<file path="src/rtl/hz_pkg.sv">
package hz_pkg;

    typedef enum logic {
        HZ_MODE_STALL_ALL = 1'b0,
        HZ_MODE_LOAD_ONLY = 1'b1
    } hz_mode_e;

    localparam int unsigned HZ_NSTG = 3;

    typedef enum int unsigned {
        HZ_STG_EX  = 0,
        HZ_STG_MEM = 1,
        HZ_STG_WB  = 2
    } hz_stg_e;

    typedef struct packed {
        logic valid;
        logic wen;
        logic load;
    } hz_wr_t;

    function automatic logic hz_writes(input hz_wr_t w);
        return w.valid & w.wen;
    endfunction

endpackage

</file>
<file path="src/rtl/hz_src_cmp.sv">
module hz_src_cmp
    import hz_pkg::*;
#(
    parameter int unsigned REG_W = 5,
    parameter int unsigned NSTG  = HZ_NSTG
) (
    input  logic                       src_used,
    input  logic [REG_W-1:0]           src,
    input  hz_wr_t [NSTG-1:0]          wr,
    input  logic [NSTG-1:0][REG_W-1:0] rd,
    output logic [NSTG-1:0]            hit
);
    logic src_live;
    assign src_live = src_used & (src != '0);

    for (genvar s = 0; s < NSTG; s++) begin : g_stage
        assign hit[s] = src_live & hz_writes(wr[s]) & (rd[s] == src);
    end
endmodule

</file>
<file path="src/rtl/hz_policy.sv">
module hz_policy
    import hz_pkg::*;
#(
    parameter int unsigned NSTG = HZ_NSTG
) (
    input  hz_mode_e         mode,
    input  logic [NSTG-1:0]  hit_a,
    input  logic [NSTG-1:0]  hit_b,
    input  hz_wr_t           ex_wr,
    output logic             stall
);
    logic [NSTG-1:0] hit_any;
    logic            stall_all;
    logic            stall_load;

    assign hit_any    = hit_a | hit_b;
    assign stall_all  = |hit_any;
    assign stall_load = hit_any[HZ_STG_EX] & ex_wr.load;

    always_comb begin
        unique case (mode)
            HZ_MODE_STALL_ALL: stall = stall_all;
            HZ_MODE_LOAD_ONLY: stall = stall_load;
            default:           stall = stall_all;
        endcase
    end
endmodule

</file>
<file path="src/rtl/hz_fanout.sv">
module hz_fanout (
    input  logic stall,
    output logic pc_hold,
    output logic ifid_hold,
    output logic idex_bubble
);
    assign pc_hold     = stall;
    assign ifid_hold   = stall;
    assign idex_bubble = stall;
endmodule

</file>
<file path="src/rtl/hz_stall_ctrl.sv">
module hz_stall_ctrl
    import hz_pkg::*;
#(
    parameter int unsigned REG_W = 5
) (
    input  logic             fwd_mode,
    input  logic             id_valid,
    input  logic [REG_W-1:0] id_ra,
    input  logic [REG_W-1:0] id_rb,
    input  logic             ex_valid,
    input  logic             ex_wen,
    input  logic             ex_load,
    input  logic [REG_W-1:0] ex_rd,
    input  logic             mem_valid,
    input  logic             mem_wen,
    input  logic [REG_W-1:0] mem_rd,
    input  logic             wb_valid,
    input  logic             wb_wen,
    input  logic [REG_W-1:0] wb_rd,
    output logic             pc_hold,
    output logic             ifid_hold,
    output logic             idex_bubble
);
    localparam int unsigned NSTG = HZ_NSTG;

    hz_wr_t [NSTG-1:0]          wr;
    logic [NSTG-1:0][REG_W-1:0] rd;
    logic [NSTG-1:0]            hit_a;
    logic [NSTG-1:0]            hit_b;
    logic                       stall;
    hz_mode_e                   mode;

    assign mode = hz_mode_e'(fwd_mode);

    assign wr[HZ_STG_EX]  = '{valid: ex_valid,  wen: ex_wen,  load: ex_load};
    assign wr[HZ_STG_MEM] = '{valid: mem_valid, wen: mem_wen, load: 1'b0};
    assign wr[HZ_STG_WB]  = '{valid: wb_valid,  wen: wb_wen,  load: 1'b0};
    assign rd[HZ_STG_EX]  = ex_rd;
    assign rd[HZ_STG_MEM] = mem_rd;
    assign rd[HZ_STG_WB]  = wb_rd;

    hz_src_cmp #(.REG_W(REG_W), .NSTG(NSTG)) u_cmp_a (
        .src_used (id_valid),
        .src      (id_ra),
        .wr       (wr),
        .rd       (rd),
        .hit      (hit_a)
    );

    hz_src_cmp #(.REG_W(REG_W), .NSTG(NSTG)) u_cmp_b (
        .src_used (id_valid),
        .src      (id_rb),
        .wr       (wr),
        .rd       (rd),
        .hit      (hit_b)
    );

    hz_policy #(.NSTG(NSTG)) u_policy (
        .mode  (mode),
        .hit_a (hit_a),
        .hit_b (hit_b),
        .ex_wr (wr[HZ_STG_EX]),
        .stall (stall)
    );

    hz_fanout u_fanout (
        .stall       (stall),
        .pc_hold     (pc_hold),
        .ifid_hold   (ifid_hold),
        .idex_bubble (idex_bubble)
    );
endmodule

</file>
<file path="config.mk">
export PLATFORM = sky130hd
export DESIGN_NAME = hz_stall_ctrl
export DESIGN_NICKNAME = d
export VERILOG_FILES = /design/src/rtl/hz_pkg.sv /design/src/rtl/hz_src_cmp.sv /design/src/rtl/hz_policy.sv /design/src/rtl/hz_fanout.sv /design/src/rtl/hz_stall_ctrl.sv
export SDC_FILE = /design/constraint.sdc
export NUM_CORES = 1
export LEC_CHECK = 0
export ABC_AREA = 1
export BUFFER_PORTS_ARGS = -buffer_cell sky130_fd_sc_hd__buf_2
export CORE_UTILIZATION = 42
export DETAILED_ROUTE_END_ITERATION = 6
export PLACE_DENSITY = 0.86
export SLEW_MARGIN = 20
export SYNTH_ARGS = -nofsm -noshare
export SYNTH_HDL_FRONTEND = slang
export SYNTH_SLANG_ARGS = --single-unit
export TNS_END_PERCENT = 30
</file>
<file path="constraint.sdc">
create_clock -name vclk -period 1.1
set_input_delay 0.165 -clock vclk [all_inputs]
set_output_delay 0.165 -clock vclk [all_outputs]
set_load 0.03 [all_outputs]
</file>
# Word level (Yosys, flattened, before mapping)
# Cells that the tools add are included.
# totals
output_inout_bits	3
in_bits	34
regBits	0
word_cells	30
# op_classes
n_mux	1
bitwise_logic	20
n_reduce_logical	3
n_eq_ne	6
# op_table
operator	count
$eq 5x5->1	6
$and 1x1->1	18
$reduce_bool 5->1	2
$or 3x3->3	1
$reduce_or 3->1	1
$pmux 1 s2	1
$not 1->1	1

# Logic depth before layout (Yosys ltp)
# logic_depth
depth_word	7
depth_mapped	11
depth_no_buf	10

# Modules after synthesis
# A second synthesis with hierarchy kept.
# unflattened
hier_cells	186
area_unflattened_um2	742.0
# modules_own_cells
mod	seq_area_each_um2	instances	cells_per_inst	area_per_inst_um2
hz_src_cmp	0.0	2	87	341.6
hz_policy	0.0	1	8	32.5
hz_fanout	0.0	1	3	22.5
hz_stall_ctrl	0.0	1	1	3.8

# Worst setup path after synthesis
# OpenSTA, ideal clock, no wires.
# synth_path
kind	input -> output
start	input port id_rb[2]
end	output port ifid_hold
slack_ns	-0.472
stages	10
n_path_buf	1
arrival_time_ns	1.407
cell_sequence	inv_1 nand2_1 nand2_1 nand3_1 nor2_1 nand2_1 nand2_1 a21oi_1 nor2_1 buf_4
# synth_via
elab_chain_cells	7
# synth_rtl
element	line	source
from (decl)	hz_stall_ctrl.sv:9	input logic [REG_W-1:0] id_rb,
$reduce_bool 5->1	hz_src_cmp.sv:14	assign src_live = src_used & (src != '0);
$and 1x1->1	hz_src_cmp.sv:14	
$and 1x1->1 (2 in series)	hz_src_cmp.sv:17	assign hit[s] = src_live & hz_writes(wr[s]) & (rd[s] == src);
$or 3x3->3 *	hz_policy.sv:16	assign hit_any = hit_a | hit_b;
$reduce_or 3->1 / $and 1x1->1 (equally long branches)	hz_policy.sv:17, hz_policy.sv:18	
$pmux 1 s2 *	hz_policy.sv:21	unique case (mode)
to (decl)	hz_stall_ctrl.sv:21	output logic ifid_hold,
# Mark *: on every way between the ends. The rest lies on a longest branch, timed or not.

# Final worst setup path
# layout_path
start	input port ex_rd[0]
end	output port ifid_hold
# layout_via
elab_chain_cells	5
# layout_rtl
element	line	source
from (decl)	hz_stall_ctrl.sv:13	input logic [REG_W-1:0] ex_rd,
$eq 5x5->1	hz_src_cmp.sv:17	
$and 1x1->1	hz_src_cmp.sv:17	
$or 3x3->3 *	hz_policy.sv:16	
$reduce_or 3->1 / $and 1x1->1 (equally long branches)	hz_policy.sv:17, hz_policy.sv:18	
$pmux 1 s2 *	hz_policy.sv:21	
# Marked as above.

==> flow_summary.yaml <==
routing:
  vias_per_cell: 4.74
  via_count: 971
  wire_per_inst_um: 10.3
  finalWirelength_mm: 2.11
  dr.pass1.iters: 4
  antenna_left: 0
  drt_iter0_markers: 29
  drc_errors: 0
synth:
  syn_nets: 189
  synthCells: 155
  post-synth-top-count-cell: "nand2_1"
  syn_area_um2: 629
  synth_top_family_by_area: "simple AND/OR/NAND/NOR gates"
  seq_area_frac_synth: 0
  yosys.area.top_type: "nand2_1"
  synth_simple_gate_area_frac: 0.716
  yosys.cell_types.count: 14
  synth_compound_area_frac: 0.0398
  synth-xor-area-share: 0.0417
  synth_top_area_frac: 0.471
  synth_warnings: 0
  synth_area_leaders: "nand2_1 47%, nor2_1 14%, inv_1 14%"
  synth_commonest_cells: "79 x nand2_1, 24 x nor2_1, 23 x inv_1"
  yosys.area_share.adder: 0
  avgSynthCellArea_um2: 4.06
  muxShareOfSynthArea: 0
min_path:
  min_path_type: "primary input to output pin"
  worstHoldStart: "ex_load"
  whs_path_depth: 4
  whs_endpoint: "pc_hold"
floorplanning:
  die_area_um2: 1660
  die_x_um: 40.7
  initial_utilization: 0.466
  core_um2: 1350
  rows: 13
  pin_count: 37
  fp.dieH_um: 40.7
outcome:
  violations: "negative setup slack"
  outcome: "complete, but fails checks"
global_routing:
  track_usage: 0.251
  grt_max_degree: 7
  grt_overflow: 0
  antenna_found_initial: 0
  grt_pass1_wl_mm: 2.92
  grt_pass1_vias: 787
setup_path:
  path_common_cell: "nand2_1"
  arrival_ps: 1240
  cp-start-kind: "primary input"
  crit_type: "primary input to output pin"
  slowest_stage: "nor3_2"
  worstPathRequired_ps: 940
  crit_buf_inv: 3
  critPathLaunch: "ex_rd[0]"
  critical_path.top_delay_family: "simple AND/OR/NAND/NOR gates"
  path_cells: "buf_2 > inv_1 > nand2_1 > nand3_1 > nor3_2 > nand2_1 > nand2_2 > a21oi_4 > nor2_4 > buf_6"
  cp_max_fo: 3
  crit_path_end_kind: "output pin"
  worst_path_largest_cell_delay_ps: 180
timing:
  fin_setup_tns_ps: -927
  hold_viol_final: 0
  finalMaxSlewViolations: 0
  timing.hold.ws_ps: 777
  slew-limit-headroom: 0.864
  setup_violations: 3
  worst_pin_slew_ps: 203
  max_freq_mhz: 710
  fin_ws_ps: -309
  finalCritPeriodShare: 1.28
  finalCriticalPeriod_ps: 1410
  grt_setup_unrepaired: "true"
clock_tree:
  cts_hold_buf: 0
  cts_setup_buffers: 0
placed_design:
  port_buffers: 37
  place_hpwl_mm: 1.57
  pre_cts_ws_ps: -346
  routabilityCongestion: 0.866
cells_and_area:
  register_area_um2: 0
  synthToLayoutAreaGrowth_pct: 63.0
  seq_cells: 0
  clkbuf_count: 0
  drive_gt1_frac: 0.353
  diodes: 0
  fillers: 119
  fin_util: 0.760
  final_nets: 226
pwr:
  powerDensity_nw_per_um2: 345
  peakVddDrop_uv: 212
  leakagePower_nw: 0.658
  total_power_mw: 0.354
flow_run:
  maxCapViolCount: 0
[what timing repair did]
action / in CTS / in global routing
pin swaps: 14 / 25
setup endpoints to repair: 3 / 3
gates resized for setup: 38 / 29
endpoints found under the hold margin: 0 / 0
[area by class of cell]
class / instances / area [um2] / share of cell area
inverters: 30 / 125 / 0.122
multi-input cells: 123 / 566 / 0.551
well taps: 15 / 18.8 / 0.0183
repair buffers: 37 / 317 / 0.309
[where the power goes]
part / switching [mW] / internal (mW) / leakage (nW)
clock network: 0 / 0 / 0
logic: 0.187 / 0.168 / 0.658
registers: 0 / 0 / 0
total: 0.187 / 0.168 / 0.658
[stage by stage]
stage | instances | cell area [um2]
final | 205 | 1030
after global placement | 205 | 830
after floorplan | 155 | 648
after CTS | 205 | 938
after global routing | 205 | 1030
after detailed placement | 205 | 830
[kinds of logic after synthesis]
family | Yosys count
AO/OA/AOI/OAI | 5
AND/OR/NAND/NOR | 115
XOR/XNOR | 3
buffers and inverters | 32
[worst min-delay path, stage by stage]
cell and delay, ps:
buf_2 110, a21oi_4 140, nor2_4 60, buf_6 130
[layer usage]
layer  part of all wire  global-route usage  wire (um)  up-vias
li1                   -                   -          -      523
met5                  0                   0          0        -
met3              0.053              0.0217        112        4
met1               0.41               0.314        862      405
met4              0.018              0.0167         37        0
met2               0.52               0.476       1100       39
[layout by cell type, fill, tap and decap left out]
cell type  Yosys  layout
nor2_2         1       5
inv_4          0       3
inv_6          0       1
buf_6          0       9
nor2_4         0       1
nand2_1       79      73
o21ai_1        1       2
nand3b_1       1       1
a21oi_4        0       1
inv_1         23      17
nor3_2         0       1
buf_8          0       6
xnor2_2        0       1
nor2_1        24      19
buf_4          2       6
buf_2          0      16
nand3_1        9       9
inv_2          7       9
o21ai_2        0       2
nand2_2        0       6
xor2_1         2       2
[worst max-delay path by stage]
stage / cells after the start / endpoint / slack [ps]
detailed placement: 11 / ifid_hold / -350
global route: 10 / pc_hold / -360
CTS: 12 / ifid_hold / -190
finish: 10 / ifid_hold / -310
global placement: 11 / idex_bubble / -270
floorplan: 10 / ifid_hold / -140
No activity file was read; power rests on OpenSTA's default activity.
